--- src/rtl/dmach_pkg.sv ---
package dmach_pkg;
    localparam int CTL_W = 16;

    // control word bit positions
    localparam int B_WORD  = 0;
    localparam int B_START = 1;
    localparam int B_CHG   = 2;
    localparam int B_EXT   = 3;
    localparam int B_TMR   = 4;
    localparam int B_SYNLO = 6;
    localparam int B_SYNHI = 7;
    localparam int B_IEN   = 8;
    localparam int B_TC    = 9;
    localparam int B_SINC  = 10;
    localparam int B_SDEC  = 11;
    localparam int B_SMEM  = 12;
    localparam int B_DINC  = 13;
    localparam int B_DDEC  = 14;
    localparam int B_DMEM  = 15;

    localparam logic [CTL_W-1:0] CTL_RESET = 16'h00C0;

    typedef enum logic [1:0] {
        SYNC_NONE = 2'b00,
        SYNC_SRC  = 2'b01,
        SYNC_DST  = 2'b10,
        SYNC_RSVD = 2'b11
    } sync_e;

    typedef enum logic [1:0] {
        ST_IDLE  = 2'd0,
        ST_ARMED = 2'd1,
        ST_BUS   = 2'd2
    } state_e;

    typedef enum logic [1:0] {
        SEL_CTL = 2'd0,
        SEL_SRC = 2'd1,
        SEL_DST = 2'd2,
        SEL_CNT = 2'd3
    } sel_e;
endpackage

--- src/rtl/dmach_step.sv ---
module dmach_step #(
    parameter int W = 20
) (
    input  logic [W-1:0] ptr,
    input  logic         up,
    input  logic         down,
    input  logic         word,
    output logic [W-1:0] nxt
);
    localparam logic [W-1:0] ONE = W'(1);
    localparam logic [W-1:0] TWO = W'(2);

    logic [W-1:0] delta;

    always_comb begin
        delta = word ? TWO : ONE;
        unique case ({up, down})
            2'b10:   nxt = ptr + delta;
            2'b01:   nxt = ptr - delta;
            default: nxt = ptr;
        endcase
    end
endmodule

--- src/rtl/dmach_regs.sv ---
module dmach_regs
    import dmach_pkg::*;
#(
    parameter int ADDR_W = 20,
    parameter int CNT_W  = 16
) (
    input  logic                   clk,
    input  logic                   rst_n,
    input  logic                   wr_en,
    input  logic [1:0]             wr_sel,
    input  logic [ADDR_W-1:0]      wr_data,
    input  logic                   adv,
    input  logic                   stop,
    input  logic [1:0][ADDR_W-1:0] ptr_nxt,
    output logic [CTL_W-1:0]       ctl_q,
    output logic [1:0][ADDR_W-1:0] ptr_q,
    output logic [CNT_W-1:0]       cnt_q
);
    localparam logic [CNT_W-1:0] CNT_ONE = CNT_W'(1);

    logic [CTL_W-1:0] ctl_wr;
    logic [CTL_W-1:0] ctl_new;
    logic             start_keep;

    always_comb begin
        ctl_wr     = wr_data[CTL_W-1:0];
        start_keep = ctl_q[B_START] & ~stop;
        ctl_new    = ctl_wr;
        ctl_new[B_CHG]   = 1'b0;
        ctl_new[B_START] = ctl_wr[B_CHG] ? ctl_wr[B_START] : start_keep;
    end

    always_ff @(posedge clk or negedge rst_n) begin
        if (!rst_n) begin
            ctl_q <= CTL_RESET;
        end else if (wr_en && wr_sel == SEL_CTL) begin
            ctl_q <= ctl_new;
        end else if (stop) begin
            ctl_q[B_START] <= 1'b0;
        end
    end

    for (genvar g = 0; g < 2; g++) begin : g_ptr
        localparam logic [1:0] MY_SEL = (g == 0) ? SEL_SRC : SEL_DST;
        always_ff @(posedge clk or negedge rst_n) begin
            if (!rst_n) begin
                ptr_q[g] <= '0;
            end else if (wr_en && wr_sel == MY_SEL) begin
                ptr_q[g] <= wr_data;
            end else if (adv) begin
                ptr_q[g] <= ptr_nxt[g];
            end
        end
    end

    always_ff @(posedge clk or negedge rst_n) begin
        if (!rst_n) begin
            cnt_q <= '0;
        end else if (wr_en && wr_sel == SEL_CNT) begin
            cnt_q <= wr_data[CNT_W-1:0];
        end else if (adv) begin
            cnt_q <= cnt_q - CNT_ONE;
        end
    end
endmodule

--- src/rtl/dmach_seq.sv ---
module dmach_seq
    import dmach_pkg::*;
#(
    parameter int CNT_W = 16
) (
    input  logic             clk,
    input  logic             rst_n,
    input  logic             start,
    input  logic             tmr_mode,
    input  logic             ext_mode,
    input  logic [1:0]       sync,
    input  logic             tc_en,
    input  logic             int_en,
    input  logic [CNT_W-1:0] cnt,
    input  logic             drq,
    input  logic             tmr,
    input  logic             ack,
    output logic             adv,
    output logic             stop,
    output logic             xfer_req,
    output logic             irq
);
    localparam logic [CNT_W-1:0] CNT_LAST = CNT_W'(1);

    state_e state_q, state_d;
    logic   go;
    logic   term_en;
    logic   last;

    // request qualification and stop policy
    always_comb begin
        if (tmr_mode) begin
            go      = tmr;
            term_en = tc_en;
        end else begin
            unique case (sync_e'(sync))
                SYNC_NONE: begin go = 1'b1;           term_en = 1'b1;  end
                SYNC_SRC:  begin go = drq & ~ext_mode; term_en = tc_en; end
                SYNC_DST:  begin go = drq & ~ext_mode; term_en = tc_en; end
                default:   begin go = 1'b0;           term_en = tc_en; end
            endcase
        end
        last = (cnt == CNT_LAST);
    end

    always_ff @(posedge clk or negedge rst_n) begin
        if (!rst_n) state_q <= ST_IDLE;
        else        state_q <= state_d;
    end

    always_comb begin
        state_d = state_q;
        unique case (state_q)
            ST_IDLE:  if (start) state_d = ST_ARMED;
            ST_ARMED: begin
                if (!start)   state_d = ST_IDLE;
                else if (go)  state_d = ST_BUS;
            end
            ST_BUS: begin
                if (ack) state_d = (last && term_en) ? ST_IDLE : ST_ARMED;
            end
            default:  state_d = ST_IDLE;
        endcase
    end

    always_comb begin
        xfer_req = (state_q == ST_BUS);
        adv      = xfer_req & ack;
        stop     = adv & last & term_en;
    end

    always_ff @(posedge clk or negedge rst_n) begin
        if (!rst_n) irq <= 1'b0;
        else        irq <= stop & int_en & tc_en;
    end
endmodule

--- src/rtl/dmach_top.sv ---
module dmach_top
    import dmach_pkg::*;
#(
    parameter int ADDR_W = 20,
    parameter int CNT_W  = 16
) (
    input  logic              clk,
    input  logic              rst_n,
    input  logic              wr_en,
    input  logic [1:0]        wr_sel,
    input  logic [ADDR_W-1:0] wr_data,
    input  logic [1:0]        rd_sel,
    output logic [ADDR_W-1:0] rd_data,
    input  logic              drq_in,
    input  logic              tmr_req,
    input  logic              xfer_ack,
    output logic              xfer_req,
    output logic [ADDR_W-1:0] xfer_src_addr,
    output logic [ADDR_W-1:0] xfer_dst_addr,
    output logic              xfer_src_mem,
    output logic              xfer_dst_mem,
    output logic              xfer_word,
    output logic              irq
);
    logic [CTL_W-1:0]       ctl_q;
    logic [1:0][ADDR_W-1:0] ptr_q;
    logic [1:0][ADDR_W-1:0] ptr_nxt;
    logic [CNT_W-1:0]       cnt_q;
    logic                   adv;
    logic                   stop;

    dmach_regs #(.ADDR_W(ADDR_W), .CNT_W(CNT_W)) u_regs (
        .clk     (clk),
        .rst_n   (rst_n),
        .wr_en   (wr_en),
        .wr_sel  (wr_sel),
        .wr_data (wr_data),
        .adv     (adv),
        .stop    (stop),
        .ptr_nxt (ptr_nxt),
        .ctl_q   (ctl_q),
        .ptr_q   (ptr_q),
        .cnt_q   (cnt_q)
    );

    for (genvar g = 0; g < 2; g++) begin : g_step
        localparam int UP_BIT = (g == 0) ? B_SINC : B_DINC;
        localparam int DN_BIT = (g == 0) ? B_SDEC : B_DDEC;
        dmach_step #(.W(ADDR_W)) u_step (
            .ptr  (ptr_q[g]),
            .up   (ctl_q[UP_BIT]),
            .down (ctl_q[DN_BIT]),
            .word (ctl_q[B_WORD]),
            .nxt  (ptr_nxt[g])
        );
    end

    dmach_seq #(.CNT_W(CNT_W)) u_seq (
        .clk      (clk),
        .rst_n    (rst_n),
        .start    (ctl_q[B_START]),
        .tmr_mode (ctl_q[B_TMR]),
        .ext_mode (ctl_q[B_EXT]),
        .sync     (ctl_q[B_SYNHI:B_SYNLO]),
        .tc_en    (ctl_q[B_TC]),
        .int_en   (ctl_q[B_IEN]),
        .cnt      (cnt_q),
        .drq      (drq_in),
        .tmr      (tmr_req),
        .ack      (xfer_ack),
        .adv      (adv),
        .stop     (stop),
        .xfer_req (xfer_req),
        .irq      (irq)
    );

    always_comb begin
        unique case (sel_e'(rd_sel))
            SEL_CTL: rd_data = ADDR_W'(ctl_q);
            SEL_SRC: rd_data = ptr_q[0];
            SEL_DST: rd_data = ptr_q[1];
            default: rd_data = ADDR_W'(cnt_q);
        endcase
        xfer_src_addr = ptr_q[0];
        xfer_dst_addr = ptr_q[1];
        xfer_src_mem  = ctl_q[B_SMEM];
        xfer_dst_mem  = ctl_q[B_DMEM];
        xfer_word     = ctl_q[B_WORD];
    end
endmodule

--- config.mk ---
export PLATFORM = sky130hd
export DESIGN_NAME = dmach_top
export DESIGN_NICKNAME = d
export VERILOG_FILES = /design/src/rtl/dmach_pkg.sv /design/src/rtl/dmach_step.sv /design/src/rtl/dmach_regs.sv /design/src/rtl/dmach_seq.sv /design/src/rtl/dmach_top.sv
export SDC_FILE = /design/constraint.sdc
export NUM_CORES = 1
export LEC_CHECK = 0
export ABC_AREA = 1
export CORE_AREA = 3 3 117 164
export DETAILED_ROUTE_END_ITERATION = 8
export DIE_AREA = 0 0 120 167
export DONT_BUFFER_PORTS = 1
export HOLD_SLACK_MARGIN = 0.15
export PLACE_DENSITY_LB_ADDON = 0.2
export SKIP_LAST_GASP = 1
export SLEW_MARGIN = 0
export SYNTH_ARGS = -nofsm -noshare
export SYNTH_HDL_FRONTEND = slang
export SYNTH_HIERARCHICAL = 1
export SYNTH_SLANG_ARGS = --single-unit
--- constraint.sdc ---
create_clock -name clk -period 2.8 [get_ports clk]
set_clock_uncertainty 0.05 [all_clocks]
set_input_delay 0.28 -clock clk [delete_from_list [all_inputs] [get_ports clk]]
set_output_delay 0.28 -clock clk [all_outputs]
set_load 0.1 [all_outputs]
==> flow_summary.ini, run 1 <==
[finish]
layout_common_cells = nand2_1, nand3_1, inv_1
fin_cells = 1592
drive_above_1_share_pct = 15.68
fill_cells = 1922
final_common_cell = nand2_1
syn_to_final_growth_pct = 12.15
multi_input_area_um2 = 4997
diodes = 0
num-nets-final = 1390
register_area_um2 = 1854

[sta]
relSlewSlack_pct = 28.07
setup_viol_count_final = 0
setup_tns_ps = 0
timing.final.crit_share_pct = 90.56
tightest_slew_ps = 1075
slew_viol_final = 0
fin_crit_ps = 2536
max_freq_mhz = 394.4
final-hold-violation-count = 0
rsz0062_at_grt = false

[pwr]
power_uw = 10680
irDropWorstVdd_mv = 0.5697
p_per_area_nw_per_um2 = 1201
leakagePower_uw = 0.004530

[routing]
vias = 8574
drc_errors = 0
drt_iter0_markers = 731
routedWlPerCell_um = 17.00
wl_mm = 27.07
vias_per_cell = 5.386
drtPass1Iterations = 5
ant_nets = 0

[floorplanning]
dieArea_um2 = 20040
rows = 58
io_pins = 95
core-area_um2 = 17920
die_h_um = 167
die_width_um = 120
start_util_pct = 44.23

[synth]
syn_avg_cell_area_um2 = 6.089
ys_types = 44
ys_ff_latch = 74
synthCells = 1302
syn_area_um2 = 7928
ys_seq_area_share_pct = 23.39
syn_nets = 1345
synth_warnings = 6

[clock_tree]
clock_latency_ps = 350
cts-root-buf = clkbuf_16
clk_pin_slew_ps = 60
cts_hold_buffers = 13
htreeDepth = 3
cts_resized = 0
cts.path.max_buffers = 2
cts_buffers = 9
cts_tree = done
clock-sinks = 74
post_cts_buffers = 0

[setup_path]
worstSetupPathType = reg -> reg
r2r_slack_ps = 260
cp-end-kind = register
worstSetupStartpointType = register
cp.arrival_ps = 2730
cp.required_ps = 2990
crit_fanout = 3

[place]
portBuffers = 0
dp_hpwl_mm = 20.90
dpl.cell_count = 1563
gp_congestion = 0.9465

[grt]
grt_pass1_vias = 8015
antenna_found_initial = 0
grt_pass1_wl_mm = 42.66
track_usage_pct = 26.82
grt_start_max_net_pins = 75
grt-ovfl-total = 0

[status]
status = completed

[hold_path]
hp-class = in -> reg

[flow_run]
drv_cap = 0
power breakdown:
| part | internal, µW | switching, µW |
|---|---|---|
| Clock | 784 | 495 |
| Sequential | 1450 | 599 |
| Combinational | 1840 | 5520 |
| Total | 4070 | 6610 |
sequential cells by signal, indices dropped and copies added (netlist names):
signal	flops
u_regs/ctl_q	15
u_regs/cnt_q	16
u_regs/ptr_q	40
u_seq/irq	1
u_seq/state_q	2
synth_stat cells, drive strengths merged:
cell | count | share of area [%]
nand2 | 441 | 23
nand3 | 212 | 14
inv | 175 | 8.3
nor2 | 135 | 8.2
dfrtp | 72 | 23
buf | 44 | 4.4
o211ai | 43 | 4.1
o21ai | 40 | 2.5
a21oi | 38 | 2.7
nand4 | 21 | 1.7
o22ai | 14 | 1.1
clkbuf | 13 | 0.62
ha | 11 | 1.7
o21bai | 10 | 1.2
nor3 | 8 | 0.57
xor2 | 6 | 0.66
o221ai | 3 | 0.33
a21boi | 2 | 0.28
a31oi | 2 | 0.16
clkinv | 2 | 0.095
dfstp | 2 | 0.66
fa | 2 | 0.51
xnor2 | 2 | 0.22
and2 | 1 | 0.079
bufinv | 1 | 0.22
conb | 1 | 0.047
nand3b | 1 | 0.095
metrics by stage:
stage / hold WS [ps] / setup WS (ps) / utilization [%] / cell area [µm²]
after floorplan: -65.59 / 226.8 / - / 7928
after global placement: -63.93 / 292.8 / 47.00 / 8424
after detailed placement: -63.90 / 290.9 / 47.00 / 8424
after CTS: 150.6 / 272.3 / 49.60 / 8891
after global routing: 154.2 / 12.53 / 49.60 / 8891
final: 150.1 / 264.2 / 49.60 / 8891
worst paths after layout:
path | startpoint | cells past startpoint | endpoint
max | u_regs/ctl_q[13] | 20 | u_regs/ptr_q[37]
min | wr_data[8] | 2 | u_regs/ctl_q[8]
max reg2reg | u_regs/ctl_q[13] | 20 | u_regs/ptr_q[37]
min reg2reg | u_regs/ctl_q[5] | 2 | u_regs/ctl_q[5]
max in group asynchronous | rst_n | 2 | u_regs/ptr_q[39]
min in group asynchronous | rst_n | 2 | u_seq/state_q[0]
per-layer routing:
| layer | up-vias | GRT usage [%] | routed length (µm) |
|---|---|---|---|
| met5 | - | 0 | 0 |
| met4 | 0 | 10.67 | 923 |
| met3 | 59 | 3.736 | 1478 |
| met2 | 277 | 47.82 | 13750 |
| met1 | 3940 | 32.19 | 10910 |
| li1 | 4298 | - | - |
critical path, cell delays in order (launching register included):
cell and delay, ps:
dfrtp_1 390, inv_1 80, ha_1 230, inv_4 40, nor2_1 190, ha_1 270
nand2_1 60, nand2_1 40, nand2_1 50, nand2_1 80, nand2_1 80, nand2_1 70
nand2_1 60, nand2_1 120, nand2_1 140, nand2_1 60, nand2_1 60, nand3_1 60
nand2_1 60, nand3_1 70, o211ai_1 150
kinds of logic (layout without fill, tap and decap cells):
kind of cell / Yosys count / count (layout) / share of synthesized area [%]
buffers and inverters: 235 / 285 / 13.67
AO/OA/AOI/OAI: 152 / 152 / 12.39
XOR/XNOR: 8 / 8 / 0.8839
AND/OR/NAND/NOR: 819 / 819 / 47.38
other: 1 / 1 / 0.04730
flip-flops: 74 / 74 / 23.39
adder cells (fa/ha/maj): 13 / 13 / 2.241
layout make-up:
cell class,instances,share of cell area (%)
flip-flops and latches,74,20.86
clock inverters,6,1.013
repair buffers,91,8.247
clock buffers,10,2.575
multi-input cells,993,56.21
inverters,178,7.726
well taps,240,3.377
Note: power is estimated with default switching activity, not from simulation.
==> run 2: changes to the inputs <==
ABC_CLOCK_PERIOD_IN_PS = 2800   (was not set)
CTS_BUF_LIST = sky130_fd_sc_hd__clkbuf_4 sky130_fd_sc_hd__clkbuf_8   (was not set)
==> run 2 against run 1 <==
Effect of this change: setup slack better by 5.0 ps; critical path depth is 3 lower; via count is 0.24% higher; cell count grew 0.44%; sequential share of layout area increased by 0.065 points; sequential power is essentially flat; non-clock buffer count up 7; clock power shrank 24%; total power fell by 2.9%; count of clock-buffer cells in the layout is the same; wire length grew 0.15%; largest cell class unchanged.
==> flow_summary.ini, run 2 (synthesized netlist as in run 1, its figures left out) <==
[clock_tree]
cts_resized = 0
cts_tree = done
cts.path.max_buffers = 2
cts-root-buf = clkbuf_8
htreeDepth = 3
clock_latency_ps = 380
clk_pin_slew_ps = 80
cts_buffers = 9
post_cts_buffers = 0
clock-sinks = 74

[grt]
grt_pass1_wl_mm = 42.64
grt_start_max_net_pins = 75
track_usage_pct = 26.84
antenna_found_initial = 0
grt_pass1_vias = 7991
grt-ovfl-total = 0

[sta]
final-hold-violation-count = 0
fin_crit_ps = 2531
setup_tns_ps = 0
timing.final.crit_share_pct = 90.38
rsz0062_at_grt = false
slew_viol_final = 0
tightest_slew_ps = 1055
worst_slack_ps = 269.2
max_freq_mhz = 395.1
setup_viol_count_final = 0
relSlewSlack_pct = 29.41

[floorplanning]
dieArea_um2 = 20040
start_util_pct = 44.23
die_width_um = 120
core-area_um2 = 17920
rows = 58
die_h_um = 167
io_pins = 95

[hold_path]
hp-class = in -> reg
hold_depth = 2
hp-start = wr_data[7]
whs_endpoint = u_regs/ctl_q[7]

[finish]
diodes = 0
num-nets-final = 1397
top_regs = u_regs/ptr_q x40, u_regs/cnt_q x16, u_regs/ctl_q x15
fill_cells = 1930
largest-register = u_regs/ptr_q
final_common_cell = nand2_1
syn_to_final_growth_pct = 11.81
drive_above_1_share_pct = 15.67
largest_register_ffs = 40
fin_area_um2 = 8864
layout_common_cells = nand2_1, nand3_1, inv_1

[setup_path]
cp.required_ps = 2980
cp.arrival_ps = 2710
worstSetupPathType = reg -> reg
r2r_cells = 17
r2r-end = u_regs/ptr_q[16]
worstSetupStartpointType = register
r2r_start = u_regs/ctl_q[10]
cp-end-kind = register
r2r_slack_ps = 270
crit_fanout = 16

[pwr]
p_per_area_nw_per_um2 = 1170
irDropWorstVdd_mv = 0.5796
leakagePower_uw = 0.004517
power_uw = 10370

[routing]
vias_per_cell = 5.375
drtPass1Iterations = 5
vias = 8595
routedWlPerCell_um = 16.95
drc_errors = 0
wl_mm = 27.11
ant_nets = 0
drt_iter0_markers = 738

[place]
place_area_um2 = 8424
portBuffers = 0
gp_congestion = 0.9465
dp_slack_ps = 290.9
dp_hpwl_mm = 20.90

[status]
status = completed

[flow_run]
drv_cap = 0
run 2: final cells by class:
class	instances	area (µm²)	share of cell area, %
timing repair buffer	98	803.3	9.063
sequential	74	1854	20.92
inverter	178	686.9	7.750
clock inverter	6	90.09	1.016
clock buffer	10	131.4	1.482
multi-input combinational	993	4997	56.38
tap	240	300.3	3.388
run 2: where the power goes:
group          internal, µW  switching, µW
clock                   515            454
sequential             1450            597
combinational          1850           5510
run 2: what timing repair did:
| action | in CTS | in global routing |
|---|---|---|
| hold endpoints to repair | 101 | 0 |
| hold buffers | 20 | 0 |
| endpoints found under the setup margin | 0 | 0 |
run 2: worst max-delay path by stage:
| stage | endpoint | cells past startpoint | start |
|---|---|---|---|
| 2_1_floorplan | u_regs/ptr_q[37] | 17 | u_regs/ctl_q[0] |
| 3_3_place_gp | u_regs/ptr_q[16] | 16 | u_regs/ctl_q[10] |
| 3_5_place_dp | u_regs/ptr_q[37] | 19 | u_regs/ctl_q[13] |
| 4_1_cts | u_regs/ptr_q[37] | 20 | u_regs/ctl_q[13] |
| 5_1_grt | u_regs/ptr_q[37] | 20 | u_regs/ctl_q[13] |
| 6_report | u_regs/ptr_q[16] | 17 | u_regs/ctl_q[10] |
run 2: critical path, stage by stage, from the launching register on:
cell and delay (ps):
dfrtp_1 400, inv_1 80, ha_1 220, buf_4 240, buf_4 230, nand2_2 80
nand2_2 130, inv_1 50, nand2_1 110, nor2_1 60, nand2_1 90, nand2_1 100
nand2_1 120, nand3_1 90, nand3_1 90, nand2_1 50, nand3_1 70, o211ai_1 120
run 2: stage by stage:
step | utilization [%] | hold slack (ps) | instances
global route | 49.45 | 172.2 | 1599
finish | 49.45 | 146.5 | 1599
floorplan | - | -65.59 | 1302
CTS | 49.45 | 150.1 | 1599
detailed placement | 47.00 | -63.90 | 1563
global placement | 47.00 | -63.93 | 1563
run 2: per-layer routing:
metal	track usage (%)	up-vias	wire, µm
li1	-	4314	-
met1	32.33	3970	10980
met2	48.07	256	13790
met3	4.144	55	1510
met4	9.372	0	824
met5	0	-	0
